### config.mk
export PLATFORM = sky130hd
export DESIGN_NAME = fpcsr_unit
export DESIGN_NICKNAME = d
export VERILOG_FILES = /design/src/rtl/fpcsr_pkg.sv /design/src/rtl/fpcsr_access.sv /design/src/rtl/fpcsr_round.sv /design/src/rtl/fpcsr_unit.sv
export SDC_FILE = /design/constraint.sdc
export NUM_CORES = 1
export LEC_CHECK = 0
export BUFFER_PORTS_ARGS = -buffer_cell sky130_fd_sc_hd__clkbuf_2
export CORE_MARGIN = 8
export CORE_UTILIZATION = 39
export DETAILED_ROUTE_END_ITERATION = 10
export HOLD_SLACK_MARGIN = 0.12
export PLACE_DENSITY_LB_ADDON = 0.12
export REMOVE_ABC_BUFFERS = 1
export SYNTH_ARGS = -nofsm -noshare
export SYNTH_HDL_FRONTEND = slang
export SYNTH_HIERARCHICAL = 1
export SYNTH_SLANG_ARGS = --single-unit
### constraint.sdc
create_clock -name clk -period 3.9 [get_ports clk]
set_input_delay 0.195 -clock clk [delete_from_list [all_inputs] [get_ports clk]]
set_output_delay 0.195 -clock clk [all_outputs]
set_load 0.05 [all_outputs]
### src/rtl/fpcsr_pkg.sv
package fpcsr_pkg;

    localparam int RM_W   = 3;
    localparam int FLAG_W = 5;
    localparam int ADDR_W = 12;
    localparam int VIEW_W = RM_W + FLAG_W;

    localparam logic [ADDR_W-1:0] ADDR_FLAGS = 12'h001;
    localparam logic [ADDR_W-1:0] ADDR_MODE  = 12'h002;
    localparam logic [ADDR_W-1:0] ADDR_FULL  = 12'h003;

    localparam logic [1:0] PRIV_RESERVED = 2'b10;

    typedef enum logic [1:0] {
        OP_READ  = 2'b00,
        OP_WRITE = 2'b01,
        OP_SET   = 2'b10,
        OP_CLEAR = 2'b11
    } csr_op_e;

    typedef enum logic [1:0] {
        VIEW_NONE,
        VIEW_FLAGS,
        VIEW_MODE,
        VIEW_FULL
    } csr_view_e;

    typedef struct packed {
        logic [RM_W-1:0]   mode;
        logic [FLAG_W-1:0] flags;
    } fp_state_t;

endpackage

### src/rtl/fpcsr_access.sv
module fpcsr_access
    import fpcsr_pkg::*;
#(
    parameter int XLEN = 32
) (
    input  logic                 csr_valid,
    input  logic [ADDR_W-1:0]    csr_addr,
    input  logic [1:0]           csr_op,
    input  logic [XLEN-1:0]      csr_wdata,
    input  logic [1:0]           csr_priv,
    input  fp_state_t            state_q,
    output logic [XLEN-1:0]      csr_rdata,
    output logic                 csr_illegal,
    output logic                 mode_we,
    output logic [RM_W-1:0]      mode_new,
    output logic                 flags_we,
    output logic [FLAG_W-1:0]    flags_new
);

    csr_view_e         view;
    logic              priv_ok;
    logic              commit;
    logic [VIEW_W-1:0] old_view;
    logic [VIEW_W-1:0] operand;
    logic [VIEW_W-1:0] new_view;
    logic              unused_wdata;

    assign unused_wdata = ^csr_wdata[XLEN-1:VIEW_W];
    assign operand      = csr_wdata[VIEW_W-1:0];

    always_comb begin
        unique case (csr_addr)
            ADDR_FLAGS: view = VIEW_FLAGS;
            ADDR_MODE:  view = VIEW_MODE;
            ADDR_FULL:  view = VIEW_FULL;
            default:    view = VIEW_NONE;
        endcase
    end

    always_comb begin
        priv_ok     = (csr_priv != PRIV_RESERVED);
        csr_illegal = csr_valid && ((view == VIEW_NONE) || !priv_ok);
        commit      = csr_valid && !csr_illegal;

        old_view = '0;
        unique case (view)
            VIEW_FLAGS: old_view[FLAG_W-1:0] = state_q.flags;
            VIEW_MODE:  old_view[RM_W-1:0]   = state_q.mode;
            VIEW_FULL:  old_view             = state_q;
            default:    old_view             = '0;
        endcase

        csr_rdata = '0;
        if (commit) begin
            csr_rdata[VIEW_W-1:0] = old_view;
        end

        unique case (csr_op_e'(csr_op))
            OP_WRITE: new_view = operand;
            OP_SET:   new_view = old_view | operand;
            OP_CLEAR: new_view = old_view & ~operand;
            default:  new_view = old_view;
        endcase

        mode_we   = commit && (csr_op != OP_READ)
                    && ((view == VIEW_MODE) || (view == VIEW_FULL));
        flags_we  = commit && (csr_op != OP_READ)
                    && ((view == VIEW_FLAGS) || (view == VIEW_FULL));
        mode_new  = (view == VIEW_FULL) ? new_view[VIEW_W-1:FLAG_W]
                                        : new_view[RM_W-1:0];
        flags_new = new_view[FLAG_W-1:0];
    end

endmodule

### src/rtl/fpcsr_round.sv
module fpcsr_round
    import fpcsr_pkg::*;
#(
    parameter logic [RM_W-1:0] DYN_CODE   = 3'b111,
    parameter logic [RM_W-1:0] FIRST_RSVD = 3'b101
) (
    input  logic [RM_W-1:0] inst_rm,
    input  logic [RM_W-1:0] stored_mode,
    output logic [RM_W-1:0] rm_out,
    output logic            rm_illegal
);

    logic [RM_W-1:0] candidate;

    always_comb begin
        candidate  = (inst_rm == DYN_CODE) ? stored_mode : inst_rm;
        rm_illegal = (candidate >= FIRST_RSVD);
        rm_out     = rm_illegal ? '0 : candidate;
    end

endmodule

### src/rtl/fpcsr_unit.sv
module fpcsr_unit
    import fpcsr_pkg::*;
#(
    parameter int XLEN = 32
) (
    input  logic              clk,
    input  logic              rst,
    input  logic              csr_valid,
    input  logic [11:0]       csr_addr,
    input  logic [1:0]        csr_op,
    input  logic [XLEN-1:0]   csr_wdata,
    input  logic [1:0]        csr_priv,
    output logic [XLEN-1:0]   csr_rdata,
    output logic              csr_illegal,
    input  logic              fpu_flags_valid,
    input  logic [4:0]        fpu_flags,
    input  logic [2:0]        inst_rm,
    output logic [2:0]        rm_out,
    output logic              rm_illegal
);

    fp_state_t         state_d;
    fp_state_t         state_q;
    logic              mode_we;
    logic [RM_W-1:0]   mode_new;
    logic              flags_we;
    logic [FLAG_W-1:0] flags_new;

    fpcsr_access #(
        .XLEN (XLEN)
    ) u_access (
        .csr_valid   (csr_valid),
        .csr_addr    (csr_addr),
        .csr_op      (csr_op),
        .csr_wdata   (csr_wdata),
        .csr_priv    (csr_priv),
        .state_q     (state_q),
        .csr_rdata   (csr_rdata),
        .csr_illegal (csr_illegal),
        .mode_we     (mode_we),
        .mode_new    (mode_new),
        .flags_we    (flags_we),
        .flags_new   (flags_new)
    );

    fpcsr_round u_round (
        .inst_rm     (inst_rm),
        .stored_mode (state_q.mode),
        .rm_out      (rm_out),
        .rm_illegal  (rm_illegal)
    );

    always_comb begin
        state_d = state_q;
        if (mode_we) begin
            state_d.mode = mode_new;
        end
        if (flags_we) begin
            state_d.flags = flags_new;
        end
        if (fpu_flags_valid) begin
            state_d.flags = state_d.flags | fpu_flags;
        end
    end

    always_ff @(posedge clk) begin
        if (rst) begin
            state_q <= '0;
        end else begin
            state_q <= state_d;
        end
    end

endmodule

==> impl_metrics.csv, run 1 <==
group,metric,value,unit
clocking,post_cts.resized_instances,0,
clocking,clock_buffers_created_by_tritoncts,3,
placement,dp_hpwl,2.33,mm
status,outcome,"complete, no violations",
critical_path,crit_buf_inv,2,
critical_path,timing.critical_path.to_type,"primary output",
clocking,cts_tree,"done",
critical_path,worst_setup_path_category,"in2out",
grt,antenna_found_initial,0,
final_layout,antenna_cells,0,
die,die_x,65.9,um
critical_path,worstReg2RegStart,"state_q[6]",
yosys,combinational_family_with_the_most_area_after_synthesis,"simple AND/OR/NAND/NOR gates",
final_layout,layout.filler_cells,263,
yosys,postSynthCellCount,127,
yosys,postSynthAreaPerCell,7.65,sq um
worst_hold_path,hold_path_depth,3,
yosys,yosys-top-cells-count,"buf_4 (24), nand2_1 (13), a21oi_1 (11)",
clocking,clk_transition_reported_paths,0.05,ns
yosys,synth_compound_area_frac,0.206,
yosys,synth_async_sr_flop_share,0,
final_layout,syn_to_final_growth,18.6,%
clocking,postCtsSetupRepairBufs,0,
clocking,insertion_delay,0.25,ns
yosys,synth_seq_cells,8,
critical_path,ff2ff_path_depth,5,
final_layout,largest-register,"state_q",
yosys,syn-cell-area,971,sq um
critical_path,cp_common_cell,"clkbuf_2",
drt,detailroute.via_count,986,
grt,grt_pass1_wl,4.00,mm
critical_path,r2r_setup_slack,2.43,ns
timing,final.setup.tns,0,ns
yosys,synth_top_area_frac,0.186,
drt,detail_route.first_pass.iterations,4,
yosys,synth_top_cell_by_area,"buf_4",
die,std_cell_rows,18,
grt,grt_usage,0.115,
final_layout,largest_register_ffs,8,
final_layout,fin_cells,202,
power,pwr_density_cell,235,nW/um^2
yosys,synth-xor-area-share,0.0361,
drt,drc_errors,0,
placement,gp_congestion,0.840,
final_layout,finalNetCount,234,
yosys,synth.mux.area_fraction,0.117,
critical_path,rr_endpoint,"state_q[6]",
yosys,post_synth_and_or_nand_nor_area_fraction,0.247,
critical_path,cp.arrival,2.05,ns
drt,detail-route-antenna-nets,0,
final_layout,reg.largest.list,"state_q: 8 flops",
timing,grt_setup_unrepaired,"false",
clocking,cts_max_path_buffers,2,
timing,clock_skew,0.000455,ns
die,total_die_area,4340,sq um
drt,vias_per_cell,4.88,
drt,avgRoutedWirePerCell,13.1,um
grt,grt_pass1_vias,933,
yosys,synth_seq_area_share,0.165,
yosys,most_frequent_cell_after_synthesis,"buf_4",
critical_path,timing.critical_path.max_delay_family,"simple AND/OR/NAND/NOR gates",
timing,timing.final.hold_violations,0,
yosys,number_of_enable_type_register_cells_in_the_synthesized_netlist,0,
critical_path,crit_chain,"clkbuf_2, or4_1, or3_4, nor3_4, and3_1, clkbuf_2",
yosys,synthesis.yosys.warnings,6,
critical_path,worst_path_largest_cell_delay,0.58,ns
yosys,synth_area_leaders,"buf_4 (19%), dfxtp_1 (16%), mux2i_1 (8.2%), a21oi_1 (5.7%), nand2_1 (5.0%)",
drt,drt-initial-drc-count,30,
die,chipHeight,65.9,um
power,total_leakage_power,0.576,nW
critical_path,worst_setup_path_start_kind,"input port",
placement,port-buffer-count,48,
yosys,yosys.area_share.adder,0,
die,pin_count,97,
critical_path,worstPathMaxFanout,10,
timing,finalWorstPathRequiredPeriod,2.25,ns
yosys,post_synth_top_flop,"dfxtp_1",
timing,drv_slew,0,
power,ir_drop,0.000200,V
clocking,ctsRootBufferMaster,"clkbuf_4",
drt,finalWirelength,2.65,mm
grt,grt_start_max_net_pins,12,
timing,min_period_over_period,0.576,
worst_hold_path,timing.hold.worst.class,"in2reg",
die,initial_core_util,0.403,
die,fp.coreArea,2410,sq um
worst_hold_path,worst_hold_end,"state_q[2]",
clocking,tritoncts_num_sinks,8,
critical_path,slowest_library_cell_on_the_worst_path,"or4_1",
clocking,clock_tree.htree_level_count,1,
final_layout,final_layout_size_suffix_gt1_frac,0.355,
grt,gr-total-overflow,0,
timing,setup-violations-final,0,
critical_path,critPathRequiredTime,3.70,ns
placement,placed_cells,199,
clocking,cts-hold-fix-buffers,0,
worst_hold_path,worst_hold_startpoint,"fpu_flags[2]",
yosys,number_of_library_cell_types_mapped_by_synthesis,33,
job,maxCapViolations,0,
timing,fmaxAchievable,445,MHz
==> cells in the final DEF (no fill, tap or decap), drive strengths merged, types with 2 or more instances in the layout <==
cell type | netlist | routed
a22o | 3 | 3
inv | 3 | 3
nand3b | 2 | 2
or4 | 2 | 2
nor2 | 5 | 5
dfxtp | 8 | 8
mux2i | 8 | 8
conb | 1 | 24
a21oi | 11 | 11
a21boi | 2 | 2
nor3 | 2 | 2
a32o | 3 | 3
o21ai | 6 | 6
clkbuf | 4 | 51
or2 | 2 | 2
xnor2 | 3 | 3
nand3 | 2 | 2
and2 | 4 | 4
nand2 | 13 | 13
and3 | 7 | 7
mux2 | 3 | 3
==> kinds of logic (layout without fill, tap and decap cells) <==
kind of cell	count (synthesis)	count (layout)
AO/OA/AOI/OAI	29	29
XOR/XNOR	4	4
buffers and inverters	32	54
flip-flops	8	8
multiplexers	11	11
other	1	24
AND/OR/NAND/NOR	42	42
==> metal layers <==
metal | track usage | up-vias | wire, um
met4 | 0.0572 | 0 | 13
li1 | - | 497 | -
met1 | 0.125 | 438 | 1070
met2 | 0.189 | 49 | 1190
met3 | 0.0475 | 2 | 370
met5 | 0 | - | 0
==> layout make-up <==
class                           instances  area [sq um]  area share
Inverter                                3          11.3     0.00978
Clock buffer                            3          22.5      0.0196
Timing Repair Buffer                   48           240       0.209
Sequential cell                         8           160       0.139
Multi-Input combinational cell        110           679       0.590
Tap cell                               30          37.5      0.0326
==> how the worst max path moves through the flow <==
stage	slack (ns)	end	start	cells after the start
after floorplan	1.80	state_q[0]	csr_addr[7]	6
after global placement	1.51	state_q[1]	csr_addr[7]	7
after detailed placement	1.50	state_q[1]	csr_addr[7]	7
after CTS	1.64	csr_rdata[5]	csr_addr[7]	6
after global routing	1.56	csr_rdata[5]	csr_addr[7]	6
final	1.65	csr_rdata[5]	csr_addr[7]	6
==> worst reg2reg max path, stage by stage, from the launching register on <==
cell     delay [ns]
dfxtp_1        0.38
a22o_1         0.23
a32o_1         0.27
mux2_2         0.26
mux2i_1        0.16
nor2_1         0.05
==> report_power, final <==
part | total, mW | leakage, nW | internal (mW) | switching (mW)
Clock | 0.0607 | 0.0138 | 0.0350 | 0.0256
Sequential | 0.0875 | 0.0656 | 0.0854 | 0.00205
Combinational | 0.122 | 0.497 | 0.0308 | 0.0913
Total | 0.270 | 0.576 | 0.151 | 0.119
==> through the flow <==
stage	setup WS, ns	cell area [sq um]	util	power (mW)	hold slack, ns
after floorplan	1.80	851	-	0.177	0.264
after global placement	1.51	1130	0.468	0.209	0.430
after detailed placement	1.50	1130	0.468	0.210	0.432
after CTS	1.64	1150	0.478	0.273	0.162
after global routing	1.56	1150	0.478	0.287	0.173
final	1.65	1150	0.478	0.270	0.172
(Power assumes the default switching activity.)
==> inputs of run 2 (changes only) <==
--- a/config.mk
+++ b/config.mk
@@ -7,7 +7,7 @@
 export LEC_CHECK = 0
 export BUFFER_PORTS_ARGS = -buffer_cell sky130_fd_sc_hd__clkbuf_2
 export CORE_MARGIN = 8
-export CORE_UTILIZATION = 39
+export CORE_UTILIZATION = 36
 export DETAILED_ROUTE_END_ITERATION = 10
 export HOLD_SLACK_MARGIN = 0.12
 export PLACE_DENSITY_LB_ADDON = 0.12
==> constraint.sdc (replaced) <==
create_clock -name clk -period 2.25 [get_ports clk]
set_input_delay 0.1125 -clock clk [delete_from_list [all_inputs] [get_ports clk]]
set_output_delay 0.1125 -clock clk [all_outputs]
set_load 0.05 [all_outputs]
==> run 2 against run 1 <==
Clock-buffer cell count did not move. Register-to-register slack got worse by 1.6 ns. Critical path depth increased by 1. Non-clock buffer count is 8 higher. Hold slack worse by 0.034 ns. Clock power grew 66%. Die area up 6.3%. Via count up 0.61%. Final cell count increased by 4.5%. Largest power group unchanged.
==> impl_metrics.csv, run 2 (synthesis results as in run 1) <==
group,metric,value,unit
critical_path,ff2ff_path_depth,5,
die,fp.coreArea,2660,sq um
final_layout,final_cell_area,1220,sq um
critical_path,crit_cells,7,
timing,min_period_over_period,0.927,
drt,top_layer,"met4",
drt,detailroute.via_count,992,
worst_hold_path,hold_path_depth,2,
grt,grt_start_max_net_pins,12,
final_layout,fin_cells,211,
final_layout,antenna_cells,0,
drt,vias_per_cell,4.70,
timing,setup_ws,0.164,ns
power,ir_drop,0.000253,V
die,std_cell_rows,19,
drt,detail-route-antenna-nets,0,
final_layout,layout.filler_cells,306,
clocking,tritoncts_num_sinks,8,
drt,met1Wirelength,1.07,mm
power,total_leakage_power,0.612,nW
die,die_x,67.9,um
worst_hold_path,timing.hold.worst.class,"in2reg",
clocking,cts_max_path_buffers,2,
clocking,postCtsSetupRepairBufs,0,
final_layout,layout.cells.most_common_list,"clkbuf_2 (48), conb_1 (24), nand2_1 (13), a21oi_1 (11)",
timing,timing.final.hold_violations,0,
drt,met2RoutedLength,1.32,mm
critical_path,rr_endpoint,"state_q[5]",
final_layout,largest_register_ffs,8,
clocking,clk_transition_reported_paths,0.05,ns
clocking,cts-hold-fix-buffers,5,
placement,dp_hpwl,2.40,mm
grt,grt_pass1_vias,952,
placement,gp_congestion,0.822,
critical_path,worst_setup_path_start_kind,"input port",
final_layout,layout.cells.most_common,"clkbuf_2",
timing,final.setup.tns,0,ns
grt,antenna_found_initial,0,
status,outcome,"complete, no violations",
critical_path,worst_setup_path_category,"in2out",
critical_path,timing.critical_path.to_type,"primary output",
drt,finalWirelength,2.74,mm
critical_path,crit_buf_inv,3,
final_layout,syn_to_final_growth,26.2,%
clocking,post_cts.resized_instances,0,
critical_path,cp.arrival,1.97,ns
worst_hold_path,worst_hold_end,"state_q[2]",
timing,grt_setup_unrepaired,"false",
drt,drt-initial-drc-count,23,
drt,avgRoutedWirePerCell,13.0,um
critical_path,slowest_library_cell_on_the_worst_path,"or4_4",
critical_path,worstPathMaxFanout,4,
final_layout,final_layout_size_suffix_gt1_frac,0.356,
die,total_die_area,4610,sq um
clocking,ctsRootBufferMaster,"clkbuf_4",
critical_path,worstReg2RegStart,"state_q[5]",
drt,detail_route.first_pass.iterations,4,
die,pin_count,97,
critical_path,timing.critical_path.max_delay_family,"simple AND/OR/NAND/NOR gates",
placement,placed_cells,203,
die,initial_core_util,0.365,
grt,grt_usage,0.110,
critical_path,crit_chain,"clkbuf_2, or4_4, or3_4, nor3_4, buf_4, and3_1, clkbuf_2",
placement,placed_cell_area,1150,sq um
grt,grt_pass1_wl,4.11,mm
job,maxCapViolations,0,
timing,finalWorstPathRequiredPeriod,2.09,ns
drt,drc_errors,0,
timing,drv_slew,0,
final_layout,largest-register,"state_q",
placement,port-buffer-count,48,
clocking,clock_tree.htree_level_count,1,
clocking,clock_buffers_created_by_tritoncts,3,
grt,gr-total-overflow,0,
die,chipHeight,67.9,um
timing,clock_skew,0.000426,ns
clocking,cts_tree,"done",
timing,fmaxAchievable,479,MHz
final_layout,finalNetCount,242,
timing,setup-violations-final,0,
critical_path,cp_common_cell,"clkbuf_2",
drt,met3_length,334,um
critical_path,worst_path_largest_cell_delay,0.55,ns
clocking,insertion_delay,0.24,ns
placement,placement.setup.worst_slack,0.0442,ns
critical_path,r2r_setup_slack,0.81,ns
power,pwr_density_cell,385,nW/um^2
worst_hold_path,worst_hold_startpoint,"rst",
final_layout,reg.largest.list,"state_q: 8 flops",
critical_path,critPathRequiredTime,2.14,ns
==> run 2: cell types whose count changed in the layout (fill, tap and decap cells not counted), sizes merged <==
cell,before,now
buf,0,3
dlygate4sd3,0,5
==> run 2: worst max path at each step <==
stage                         endpoint         start
final                     csr_rdata[5]  csr_addr[11]
after CTS                 csr_rdata[5]  csr_addr[11]
after floorplan             state_q[0]   csr_addr[7]
after detailed placement    state_q[0]  csr_addr[11]
after global routing      csr_rdata[5]  csr_addr[11]
after global placement      state_q[2]  csr_addr[11]
==> run 2: layout make-up <==
cell class / instances / area (sq um) / share of cell area
inverter: 3 / 11.3 / 0.00919
clock buffer: 3 / 22.5 / 0.0184
tap: 31 / 38.8 / 0.0317
sequential: 8 / 160 / 0.131
multi-input combinational: 110 / 679 / 0.555
timing repair buffer: 56 / 313 / 0.255
==> run 2: per-layer routing <==
metal	vias to the layer above	GRT usage
met4	0	0.0384
met1	429	0.123
met2	49	0.199
li1	512	-
met5	-	0
met3	2	0.0245
==> run 2: metrics by stage <==
stage                     hold WS, ns  utilization  power (mW)
after floorplan                 0.182            -       0.307
after global placement          0.345        0.433       0.362
after CTS                       0.131        0.460       0.478
final                           0.138        0.460       0.471
after global routing            0.155        0.460       0.499
after detailed placement        0.348        0.433       0.366
==> run 2: where the power goes <==
part	switching, mW	internal, mW	leakage, nW
Sequential	0.00354	0.148	0.0656
Combinational	0.159	0.0595	0.533
Clock	0.0402	0.0604	0.0138
==> inputs of run 3 (changes only) <==
--- a/config.mk
+++ b/config.mk
@@ -6,7 +6,6 @@
 export NUM_CORES = 1
 export LEC_CHECK = 0
 export BUFFER_PORTS_ARGS = -buffer_cell sky130_fd_sc_hd__clkbuf_2
-export CORE_MARGIN = 8
 export CORE_UTILIZATION = 36
 export DETAILED_ROUTE_END_ITERATION = 10
 export HOLD_SLACK_MARGIN = 0.12
==> run 3 against run 2 <==
Clock skew increased by 0.0014 ns. Hold slack better by 0.0046 ns. Worst setup slack improved by 0.012 ns. Largest cell class unchanged.
==> impl_metrics.csv, run 3 (synthesis results as in run 1) <==
group,metric,value,unit
job,maxCapViolations,0,
critical_path,worst_setup_path_category,"in2out",
timing,fmaxAchievable,482,MHz
placement,placed_cell_area,1140,sq um
drt,detailroute.via_count,1003,
die,total_die_area,2910,sq um
grt,grt_pass1_wl,3.61,mm
worst_hold_path,worst_hold_end,"state_q[4]",
timing,final.setup.tns,0,ns
final_layout,largest-register,"state_q",
critical_path,ff2ff_path_depth,5,
grt,grt.met2_usage,0.294,
drt,finalWirelength,2.24,mm
clocking,cts_max_path_buffers,2,
die,pin_count,97,
critical_path,critPathLaunch,"csr_addr[11]",
clocking,post_cts.resized_instances,0,
timing,finalWorstPathRequiredPeriod,2.07,ns
final_layout,largest_register_ffs,8,
critical_path,worst_path_largest_cell_delay,0.55,ns
critical_path,crit_buf_inv,3,
grt,grt_start_max_net_pins,12,
timing,drv_slew,0,
final_layout,layout.cells.most_common,"clkbuf_2",
drt,avgRoutedWirePerCell,10.7,um
die,fp.coreArea,2520,sq um
final_layout,layout.filler_cells,263,
grt,busiest_layer,"met2",
clocking,clock_tree.htree_level_count,1,
grt,met3_usage,0.0169,
timing,min_period_over_period,0.922,
critical_path,rr_endpoint,"state_q[6]",
drt,detail-route-antenna-nets,0,
placement,gp_congestion,0.840,
timing,grt_setup_unrepaired,"false",
final_layout,finalNetCount,241,
clocking,tritoncts_num_sinks,8,
critical_path,slowest_library_cell_on_the_worst_path,"or4_4",
placement,port-buffer-count,48,
power,ir_drop,0.000235,V
final_layout,syn_to_final_growth,25.3,%
critical_path,critPathRequiredTime,2.14,ns
critical_path,timing.critical_path.max_delay_family,"simple AND/OR/NAND/NOR gates",
final_layout,antenna_cells,0,
grt,gr-total-overflow,0,
critical_path,crit_chain,"clkbuf_2, or4_4, or3_4, nor3_4, buf_4, and3_1, clkbuf_2",
grt,grt_usage,0.165,
critical_path,timing.critical_path.to_type,"primary output",
die,die_x,53.9,um
die,initial_core_util,0.385,
critical_path,cp_common_cell,"clkbuf_2",
worst_hold_path,timing.hold.worst.class,"in2reg",
clocking,cts_tree,"done",
final_layout,final_layout_size_suffix_gt1_frac,0.352,
final_layout,layout.cells.most_common_list,"clkbuf_2 (48), conb_1 (24), nand2_1 (13), a21oi_1 (11)",
power,power.share.clock,0.218,
die,chipHeight,53.9,um
drt,detail_route.first_pass.iterations,4,
timing,timing.final.hold_violations,0,
placement,dp_hpwl,1.91,mm
power,pwr-share-comb,0.461,
final_layout,reg.largest.list,"state_q: 8 flops",
power,total_leakage_power,0.607,nW
drt,drt-initial-drc-count,12,
final_layout,final_cell_area,1220,sq um
die,std_cell_rows,18,
clocking,clk_transition_reported_paths,0.05,ns
critical_path,r2r_setup_slack,0.80,ns
status,outcome,"complete, no violations",
timing,setup-violations-final,0,
drt,drc_errors,0,
critical_path,worst_setup_path_start_kind,"input port",
power,cellInternalPower,0.268,mW
grt,globalRouteMet1Util,0.198,
placement,placed_cells,201,
critical_path,worstPathMaxFanout,8,
power,pwr_density_cell,389,nW/um^2
final_layout,fin_cells,209,
drt,vias_per_cell,4.80,
worst_hold_path,worst_hold_startpoint,"rst",
critical_path,worstReg2RegStart,"state_q[6]",
power,net-switching-power,0.204,mW
worst_hold_path,hold_path_depth,2,
grt,antenna_found_initial,0,
clocking,clock_buffers_created_by_tritoncts,3,
power,seq_power_share,0.321,
clocking,insertion_delay,0.24,ns
clocking,ctsRootBufferMaster,"clkbuf_4",
timing,clock_skew,0.00183,ns
critical_path,cp.arrival,1.96,ns
final_layout,end_of_flow_core_utilization,0.482,
power,netSwitchingFraction,0.433,
grt,grt_pass1_vias,877,
## run 3: cell count changes in the layout (fill, tap and decap cells not counted), sizes merged
cell  previous run  this run
buf              3         2
## run 3: worst register-to-register path, stage by stage, from the launching register on
cell and delay (ns):
dfxtp_1 0.37, a22o_1 0.22, a32o_1 0.28, mux2_2 0.27
mux2i_1 0.15, nor2_1 0.05
## run 3: worst max-delay path by stage
| stage | end | slack [ns] | cells after the start |
|---|---|---|---|
| after detailed placement | state_q[1] | 0.07 | 7 |
| after CTS | csr_rdata[5] | 0.16 | 7 |
| final | csr_rdata[7] | 0.18 | 7 |
| after global placement | state_q[2] | 0.08 | 7 |
| after floorplan | state_q[0] | 0.23 | 6 |
| after global routing | csr_rdata[7] | 0.1 | 7 |
## run 3: repair_timing
action | in CTS | in global routing
hold buffers | 5 | 0
endpoints found under the hold margin | 5 | 0
setup buffers | 0 | 0
## run 3: through the flow
stage                     power [mW]  hold WS, ns  setup slack (ns)
final                          0.473        0.143             0.177
after global routing           0.511        0.145            0.0954
after CTS                      0.479        0.134             0.162
after floorplan                0.307        0.182             0.232
after global placement         0.362        0.347            0.0841
after detailed placement       0.365        0.356            0.0737
## run 3: power groups by stage
| stage | Combinational [mW] | Sequential (mW) | Clock [mW] |
|---|---|---|---|
| detailed placement | 0.211 | 0.154 | 0 |
| global route | 0.239 | 0.152 | 0.120 |
| CTS | 0.218 | 0.151 | 0.110 |
| global placement | 0.208 | 0.154 | 0 |
| finish | 0.218 | 0.152 | 0.103 |
| floorplan | 0.153 | 0.153 | 0 |
## run 3: area by class of cell
cell class	instances	area, sq um	share of cell area
clock buffers	3	22.5	0.0185
inverters	3	11.3	0.00926
multi-input cells	110	679	0.559
flip-flops and latches	8	160	0.132
well taps	30	37.5	0.0309
repair buffers	55	305	0.251
## run 3: routing by layer
layer,up-vias,wire length (um)
met4,0,0
met2,54,1070
met3,0,180
met5,-,0
met1,438,989
li1,511,-
